==> src/rtl/tgt_wait_pkg.sv <==
// Shared definitions for the target initial-latency controller.
// Assumes: the latency offset is the fixed gap between the programmed value
// and the number of wait states actually inserted.
package tgt_wait_pkg;

    localparam int LAT_OFFSET = 3;

    typedef enum logic [2:0] {
        SEQ_IDLE   = 3'd0,
        SEQ_DECODE = 3'd1,
        SEQ_WAIT   = 3'd2,
        SEQ_DATA   = 3'd3,
        SEQ_HOLD   = 3'd4
    } seq_st_t;

endpackage

==> src/rtl/tgt_lat_timer.sv <==
// Latency down-counter with the combinational ready/terminate request logic.
// Loads on start, decrements each clock, saturates at zero. Requests are
// raised together while the count is at or below FIRE_LVL and arm is high.
// Assumes: arm is high only in the decode and wait phases.
module tgt_lat_timer #(
    parameter int TMR_W    = 4,
    parameter int FIRE_LVL = 3
) (
    input  logic             clk,
    input  logic             rst_n,
    input  logic             load,
    input  logic [TMR_W-1:0] load_val,
    input  logic             arm,
    output logic             rdy_req,
    output logic             term_req
);

    localparam logic [TMR_W-1:0] FIRE_V = TMR_W'(FIRE_LVL);

    logic [TMR_W-1:0] tmr_q;
    logic             fire;

    // Load on start, otherwise step down toward zero and hold there.
    always_ff @(posedge clk) begin
        if (!rst_n)
            tmr_q <= '0;
        else if (load)
            tmr_q <= load_val;
        else if (tmr_q != '0)
            tmr_q <= tmr_q - 1'b1;
    end

    // Both requests come from one compare, so they always move together.
    always_comb begin
        fire     = arm && (tmr_q <= FIRE_V);
        rdy_req  = fire;
        term_req = fire;
    end


    tmr_step_chk: assert property (@(posedge clk) disable iff (!rst_n)
        (!load && tmr_q != '0) |=> (tmr_q < $past(tmr_q)));


    tmr_no_wrap_chk: assert property (@(posedge clk) disable iff (!rst_n)
        (!load && tmr_q == '0) |=> (tmr_q == '0));


    req_masked_chk: assert property (@(posedge clk) disable iff (!rst_n)
        (!arm) |-> (!rdy_req && !term_req));

endmodule

==> src/rtl/tgt_resp_seq.sv <==
// Response sequencer: turns ready/terminate requests into the bus-side
// device-select, target-ready and stop, ending the burst with a single
// disconnect-with-data transfer.
// Assumes: the initiator is ready on every data phase and releases frame
// after it has seen stop.
module tgt_resp_seq
    import tgt_wait_pkg::*;
(
    input  logic clk,
    input  logic rst_n,
    input  logic frame,
    input  logic addr_vld,
    input  logic rdy_req,
    input  logic term_req,
    output logic start,
    output logic arm,
    output logic trdy,
    output logic stop,
    output logic devsel
);

    seq_st_t st_q, st_d;

    // Start is accepted only from idle, with frame and the strobe both high.
    always_comb start = (st_q == SEQ_IDLE) && frame && addr_vld;

    // Next-state selection for the response phases.
    always_comb begin
        st_d = st_q;
        unique case (st_q)
            SEQ_IDLE:   if (start) st_d = SEQ_DECODE;
            SEQ_DECODE: st_d = (rdy_req && term_req) ? SEQ_DATA : SEQ_WAIT;
            SEQ_WAIT:   if (rdy_req && term_req) st_d = SEQ_DATA;
            SEQ_DATA:   st_d = SEQ_HOLD;
            SEQ_HOLD:   if (!frame) st_d = SEQ_IDLE;
            default:    st_d = SEQ_IDLE;
        endcase
    end

    // Phase register.
    always_ff @(posedge clk) begin
        if (!rst_n)
            st_q <= SEQ_IDLE;
        else
            st_q <= st_d;
    end

    // Bus-side outputs decoded from the phase register.
    always_comb begin
        arm    = (st_q == SEQ_DECODE) || (st_q == SEQ_WAIT);
        trdy   = (st_q == SEQ_DATA);
        stop   = (st_q == SEQ_DATA) || (st_q == SEQ_HOLD);
        devsel = (st_q == SEQ_WAIT) || (st_q == SEQ_DATA) || (st_q == SEQ_HOLD);
    end


    one_xfer_chk: assert property (@(posedge clk) disable iff (!rst_n)
        trdy |=> !trdy);


    trdy_with_stop_chk: assert property (@(posedge clk) disable iff (!rst_n)
        trdy |-> stop);


    stop_hold_chk: assert property (@(posedge clk) disable iff (!rst_n)
        $fell(trdy) |-> (stop && devsel));


    release_chk: assert property (@(posedge clk) disable iff (!rst_n)
        (stop && !trdy && !frame) |=> (!devsel && !stop));


    quiet_idle_chk: assert property (@(posedge clk) disable iff (!rst_n)
        (!devsel) |-> (!trdy && !stop));

endmodule

==> src/rtl/tgt_wait_ctrl.sv <==
// Top of the target initial-latency wait-state controller: ties the latency
// counter to the response sequencer.
// Assumes: burst_wait is stable on the start edge; values below the latency
// offset give zero wait states.
module tgt_wait_ctrl #(
    parameter int TMR_W    = 4,
    parameter int FIRE_LVL = tgt_wait_pkg::LAT_OFFSET
) (
    input  logic             clk,
    input  logic             rst_n,
    input  logic             frame,
    input  logic             addr_vld,
    input  logic [TMR_W-1:0] burst_wait,
    output logic             rdy_req,
    output logic             term_req,
    output logic             trdy,
    output logic             stop,
    output logic             devsel
);

    logic start;
    logic arm;

    tgt_lat_timer #(
        .TMR_W    (TMR_W),
        .FIRE_LVL (FIRE_LVL)
    ) timer_i (
        .clk      (clk),
        .rst_n    (rst_n),
        .load     (start),
        .load_val (burst_wait),
        .arm      (arm),
        .rdy_req  (rdy_req),
        .term_req (term_req)
    );

    tgt_resp_seq seq_i (
        .clk      (clk),
        .rst_n    (rst_n),
        .frame    (frame),
        .addr_vld (addr_vld),
        .rdy_req  (rdy_req),
        .term_req (term_req),
        .start    (start),
        .arm      (arm),
        .trdy     (trdy),
        .stop     (stop),
        .devsel   (devsel)
    );


    trdy_after_req_chk: assert property (@(posedge clk) disable iff (!rst_n)
        $rose(trdy) |-> $past(rdy_req && term_req));


    devsel_after_start_chk: assert property (@(posedge clk) disable iff (!rst_n)
        $rose(devsel) |-> $past(start, 2));


    req_pair_chk: assert property (@(posedge clk) disable iff (!rst_n)
        rdy_req == term_req);

endmodule

==> config.mk <==
export PLATFORM = sky130hd
export DESIGN_NAME = tgt_wait_ctrl
export DESIGN_NICKNAME = d
export VERILOG_FILES = /design/src/rtl/tgt_wait_pkg.sv /design/src/rtl/tgt_lat_timer.sv /design/src/rtl/tgt_resp_seq.sv /design/src/rtl/tgt_wait_ctrl.sv
export SDC_FILE = /design/constraint.sdc
export NUM_CORES = 1
export LEC_CHECK = 0
export BUFFER_PORTS_ARGS = -buffer_cell sky130_fd_sc_hd__buf_2
export CORE_AREA = 3 3 40 42
export CTS_CLUSTER_DIAMETER = 60
export DETAILED_ROUTE_END_ITERATION = 6
export DIE_AREA = 0 0 43 45
export PLACE_DENSITY_LB_ADDON = 0.15
export SYNTH_ARGS = -nofsm -noshare
export SYNTH_HDL_FRONTEND = slang
export SYNTH_SLANG_ARGS = --single-unit
==> constraint.sdc <==
create_clock -name clk -period 2.9 [get_ports clk]
set_clock_uncertainty 0.1 [all_clocks]
set_input_delay 0.58 -clock clk [delete_from_list [all_inputs] [get_ports clk]]
set_output_delay 0.58 -clock clk [all_outputs]
set_load 0.005 [all_outputs]
# Word level (Yosys, flattened, before mapping)
# Cells that the tools add are included.
# W data, S select, Z words.
dict set report word_totals {
  regBits 7
  latch_bits 0
  ramBits 0
  rom_bits 0
  inputBits 8
  output_inout_bits 5
  n_memories 0
}
dict set report op_classes {
  addsub 1
  n_mul 0
  n_div 0
  magnitude_cmp 1
  n_eq_ne 7
  shift 0
  muxes 7
  bitwise_logic 0
  n_reduce_logical 11
}
# cell count
set ops {}
lappend ops {{$pmux W3 S5} 1}
lappend ops {{$mux W3} 3}
lappend ops {{$mux W4} 2}
lappend ops {{$eq A3 B2 Y1 const B} 2}
lappend ops {{$le A4 B2 Y1 const B} 1}
lappend ops {{$logic_or A1 B1 Y1} 4}
lappend ops {{$ne A2 B2 Y1 const B} 2}
lappend ops {{$reduce_bool A4 Y1} 1}
lappend ops {{$sub A4 B1 Y4 const B} 1}
lappend ops {{$eq A3 B1 Y1 const B} 1}
lappend ops {{$eq A3 B3 Y1 const B} 1}
lappend ops {{$logic_and A1 B1 Y1} 3}
lappend ops {{$logic_not A3 Y1} 1}
lappend ops {{$reduce_and A3 Y1} 1}
lappend ops {{$ne A2 B1 Y1 const B} 1}
lappend ops {{$reduce_bool A2 Y1} 1}
lappend ops {{$mux W1} 1}

# Depth between registers and ports, before layout
dict set report logic_depth {
  depth_word 5
  mapped_depth 5
  ltp_nobuf 5
}

# Cells and area by module
# A second synthesis with hierarchy kept.
dict set report hier_totals {
  hier_cells 52
  area_unflattened_um2 457.9
}
# module n_inst cells_each area_each_um2 seq_area_each_um2
set by_module_without_submodules {}
lappend by_module_without_submodules {tgt_lat_timer 1 26 257.7 80.1}
lappend by_module_without_submodules {tgt_resp_seq 1 26 200.2 60.1}

# Worst setup path after synthesis
# No wires, ideal clock.
dict set report synth_path {
  kind {reg2out}
  startpoint {reg seq_i.st_q[2]}
  endpoint {out term_req}
  arrival_time_ps 1018
  t_required_ps 2220
  setup_slack_ps 1202
  stages_incl_launch_ff 4
  path_buffers 2
  cell_sequence {dfxtp_1 > clkbuf_1 > nor4_1 > buf_4}
}
dict set report synth_via {
  elab_chain_cells 3
  elab_cells_between_ends 4
  classes_between {eq/ne (2); reduce/logical (2)}
}
# item line
set synth_rtl {}
lappend synth_rtl {{start: declaration} tgt_resp_seq.sv:22} ;# seq_st_t st_q, st_d;
lappend synth_rtl {{start signal: assignment} tgt_resp_seq.sv:45} ;# st_q <= st_d;
lappend synth_rtl {{$eq A3 B1 Y1 or $eq A3 B2 Y1 (tied branches)} tgt_resp_seq.sv:50} ;# arm = (st_q == SEQ_DECODE) || (st_q == SEQ_WAIT);
lappend synth_rtl {{$logic_or A1 B1 Y1 (*)} tgt_resp_seq.sv:50}
lappend synth_rtl {{$logic_and A1 B1 Y1 (*)} tgt_lat_timer.sv:35} ;# fire = arm && (tmr_q <= FIRE_V);
lappend synth_rtl {{end: declaration} tgt_wait_ctrl.sv:15} ;# output logic term_req,
# Mark *: on every way between the ends. The rest lies on a longest branch, timed or not.

# Final worst setup path
dict set report layout_path {
  startpoint {reg seq_i.st_q[1]}
  endpoint {out term_req}
}
# Same word-level chain as after synthesis.

==> run_results.csv <==
group,metric,value,unit
worst_hold_path,hold_path_class,"reg -> reg",
synth,synth_top_area_cell,"dfxtp_1",
sta,slew_violations,0,
worst_setup_path,critical_path_capture_point_type,"primary output",
cells_and_area,final-instance-count-excl-fill,81,
cells_and_area,seq_area,140,µm²
cells_and_area,final_core_utilization,41.3,%
synth,synth_seq_area_share,32.1,%
clock_tree,hold_buffers,0,
floorplan,initial_core_util,34.0,%
worst_setup_path,reg2regPathDepth,5,
synth,yosys_register_bits,7,
global_routing,via_count_of_the_first_global_routing_pass,386,
clock_tree,cts.sinks,7,
placed_design,placement.io_buffers,12,
clock_tree,cts.repair.resized,0,
synth,ys_types,28,
detailed_routing,route.vias.total,406,
detailed_routing,routed_via_density,5.01,
placed_design,globalplace.congestion,0.723,
floorplan,die-area,0.00194,mm²
detailed_routing,remaining_drc_errors,0,
placed_design,placedCellCount,77,
floorplan,core,0.00128,mm²
synth,netlist.area_leader.share,32.1,%
cells_and_area,multiInputGateArea,267,µm²
synth,synthesis.area,437,µm²
detailed_routing,drtPass1Iterations,4,
cells_and_area,layout_commonest_cell,"buf_2",
clock_tree,tritoncts,"done",
cells_and_area,post-route-cell-area,531,µm²
placed_design,placed_cell_area,504,µm²
sta,postLayoutSetupSlackWorst,0.956,ns
detailed_routing,postRouteWirelength,853,µm
cells_and_area,fraction_of_layout_instances_using_a_drive_strength_above_1,27.3,%
worst_setup_path,worst_ep_required_time,2.22,ns
placed_design,place_worst_setup_slack,1.22,ns
global_routing,antenna_found_initial,0,
worst_hold_path,min_delay_worst_endpoint,"seq_i.st_q[0]",
sta,setup-violations-final,0,
global_routing,grt_max_degree,10,
pwr,p_leak,0.243,nW
detailed_routing,count_of_nets_left_with_antenna_violations_after_detail_routing,0,
cells_and_area,layout_common_cells,"12 x buf_2, 7 x dfxtp_1, 5 x inv_1, 5 x nand2_1, 4 x nor2_1",
worst_setup_path,worstPathArrival,1.26,ns
cells_and_area,syn_to_final_growth,21.5,%
sta,worst_slew_pin_slew,0.319,ns
pwr,design_power_total,0.545,mW
sta,period_share,67.0,%
clock_tree,cts_post_setup_buffers_inserted,0,
global_routing,grt_first_pass_wirelength,1640,µm
worst_setup_path,r2r-start,"timer_i.tmr_q[0]",
detailed_routing,drt-wirelength-per-cell,10.5,µm
synth,yosys_warnings,0,
worst_setup_path,worst-path-max-fanout,8,
worst_hold_path,worstHoldStart,"seq_i.st_q[0]",
outcome,outcome,"complete, no violations",
clock_tree,clk_pin_slew_worst_paths,0.05,ns
sta,fmaxAchievable,0.514,GHz
global_routing,grt_overflow_total,0,
sta,finalHoldViolations,0,
global_routing,grt.total_usage,11.4,%
clock_tree,clk-insertion-delay-late,0.25,ns
clock_tree,cts-buffers-inserted,3,
floorplan,die-width,43,µm
pwr,cellPowerDensity,1030,mW/mm²
pwr,irDropWorstVdd,0.000336,V
cells_and_area,final_nets,77,
worst_hold_path,timing.hold.worst_path_depth,2,
sta,relSlewSlack,78.5,%
floorplan,rows,13,
sta,final_worst_hold_slack,0.435,ns
cells_and_area,fillerInstances,134,
synth,postSynthCellCount,52,
cells_and_area,antenna-diode-count,0,
clock_tree,cts_root_buf,"clkbuf_4",
clock_tree,cts.htree.levels,1,
floorplan,chipHeight,45,µm
floorplan,ios,13,
worst_setup_path,critPathLaunchType,"register",
sta,finalSetupTns,0,ns
placed_design,place_hpwl,668,µm
worst_setup_path,worstSetupPathType,"reg -> out",
synth,synth_area_leaders,"dfxtp_1 32%, ha_1 5.7%, inv_1 4.3%, nand2_1 4.3%, xnor2_1 4.0%",
clock_tree,ctsLongestPathBuffers,2,
flow_run,drv_cap,0,
synth,syn-mean-instance-area,8.40,µm²
detailed_routing,drt_iter0_markers,13,
sta,unrepaired_setup_endpoints_after_global_routing,"no",
worst_setup_path,reg_to_reg_end,"timer_i.tmr_q[1]",
sta,min_clock_period_post_route,1.94,ns
synth,synthesis.nets,62,
worst_setup_path,r2r_slack,1.27,ns
==> kinds of logic after synthesis <==
family                     share of synthesized area (%)
AOI/OAI and AO/OA                                   16.6
xor gates and xnor gates                            6.02
adders and majority gates                           5.73
buffers and inverters                               6.88
DFF                                                 32.1
muxes                                               5.73
and+or+nand+nor                                     26.9
==> synth_stat cells <==
master	number
dfxtp_1	7
inv_1	5
nand2_1	5
nor2_1	4
a21oi_1	3
ha_1	2
nand2b_1	2
nand3b_1	2
nor3_1	2
xnor2_1	2
a21o_1	1
a31oi_1	1
and3b_1	1
buf_4	1
clkbuf_1	1
mux2_4	1
mux2i_1	1
nand4bb_1	1
nor4_1	1
o211ai_1	1
o21ai_0	1
o21ai_1	1
o22ai_1	1
o22ai_2	1
o31ai_1	1
or3b_1	1
or3b_4	1
xor2_1	1
==> state kept, by name (all words and copies together) (netlist names) <==
| name | count |
|---|---|
| timer_i.tmr_q | 4 |
| seq_i.st_q | 3 |
==> critical path, stage by stage (launching register included) <==
cell	delay [ns]
dfxtp_1	0.45
xnor2_1	0.12
nor4_1	0.26
buf_2	0.18
==> worst max path at each step <==
stage | endpoint | cells after the start | startpoint | slack [ns]
floorplan | term_req | 3 | seq_i.st_q[2] | 1.20
global placement | rdy_req | 3 | seq_i.st_q[1] | 1.18
detailed placement | term_req | 3 | seq_i.st_q[1] | 1.22
CTS | term_req | 3 | seq_i.st_q[1] | 0.94
global route | term_req | 3 | seq_i.st_q[1] | 0.84
finish | term_req | 3 | seq_i.st_q[1] | 0.96
==> metal layers <==
metal	track usage, %	routed length (µm)	vias up
met5	0	0	-
met4	7.23	19	0
met3	3.59	64	4
met2	16.5	349	14
met1	14.8	419	176
li1	-	-	212
==> where the power goes <==
group	total [mW]	switching (mW)	internal (mW)
Clock	0.0907	0.0380	0.0526
Sequential	0.178	0.0457	0.132
Combinational	0.276	0.119	0.157
Total	0.545	0.203	0.342
==> layout make-up <==
type | count | area share, %
clock buffers | 4 | 4.95
inverters | 5 | 3.54
multi-input cells | 38 | 50.2
flip-flops and latches | 7 | 26.4
repair buffers | 12 | 11.3
well taps | 15 | 3.54
(Power assumes the default switching activity.)
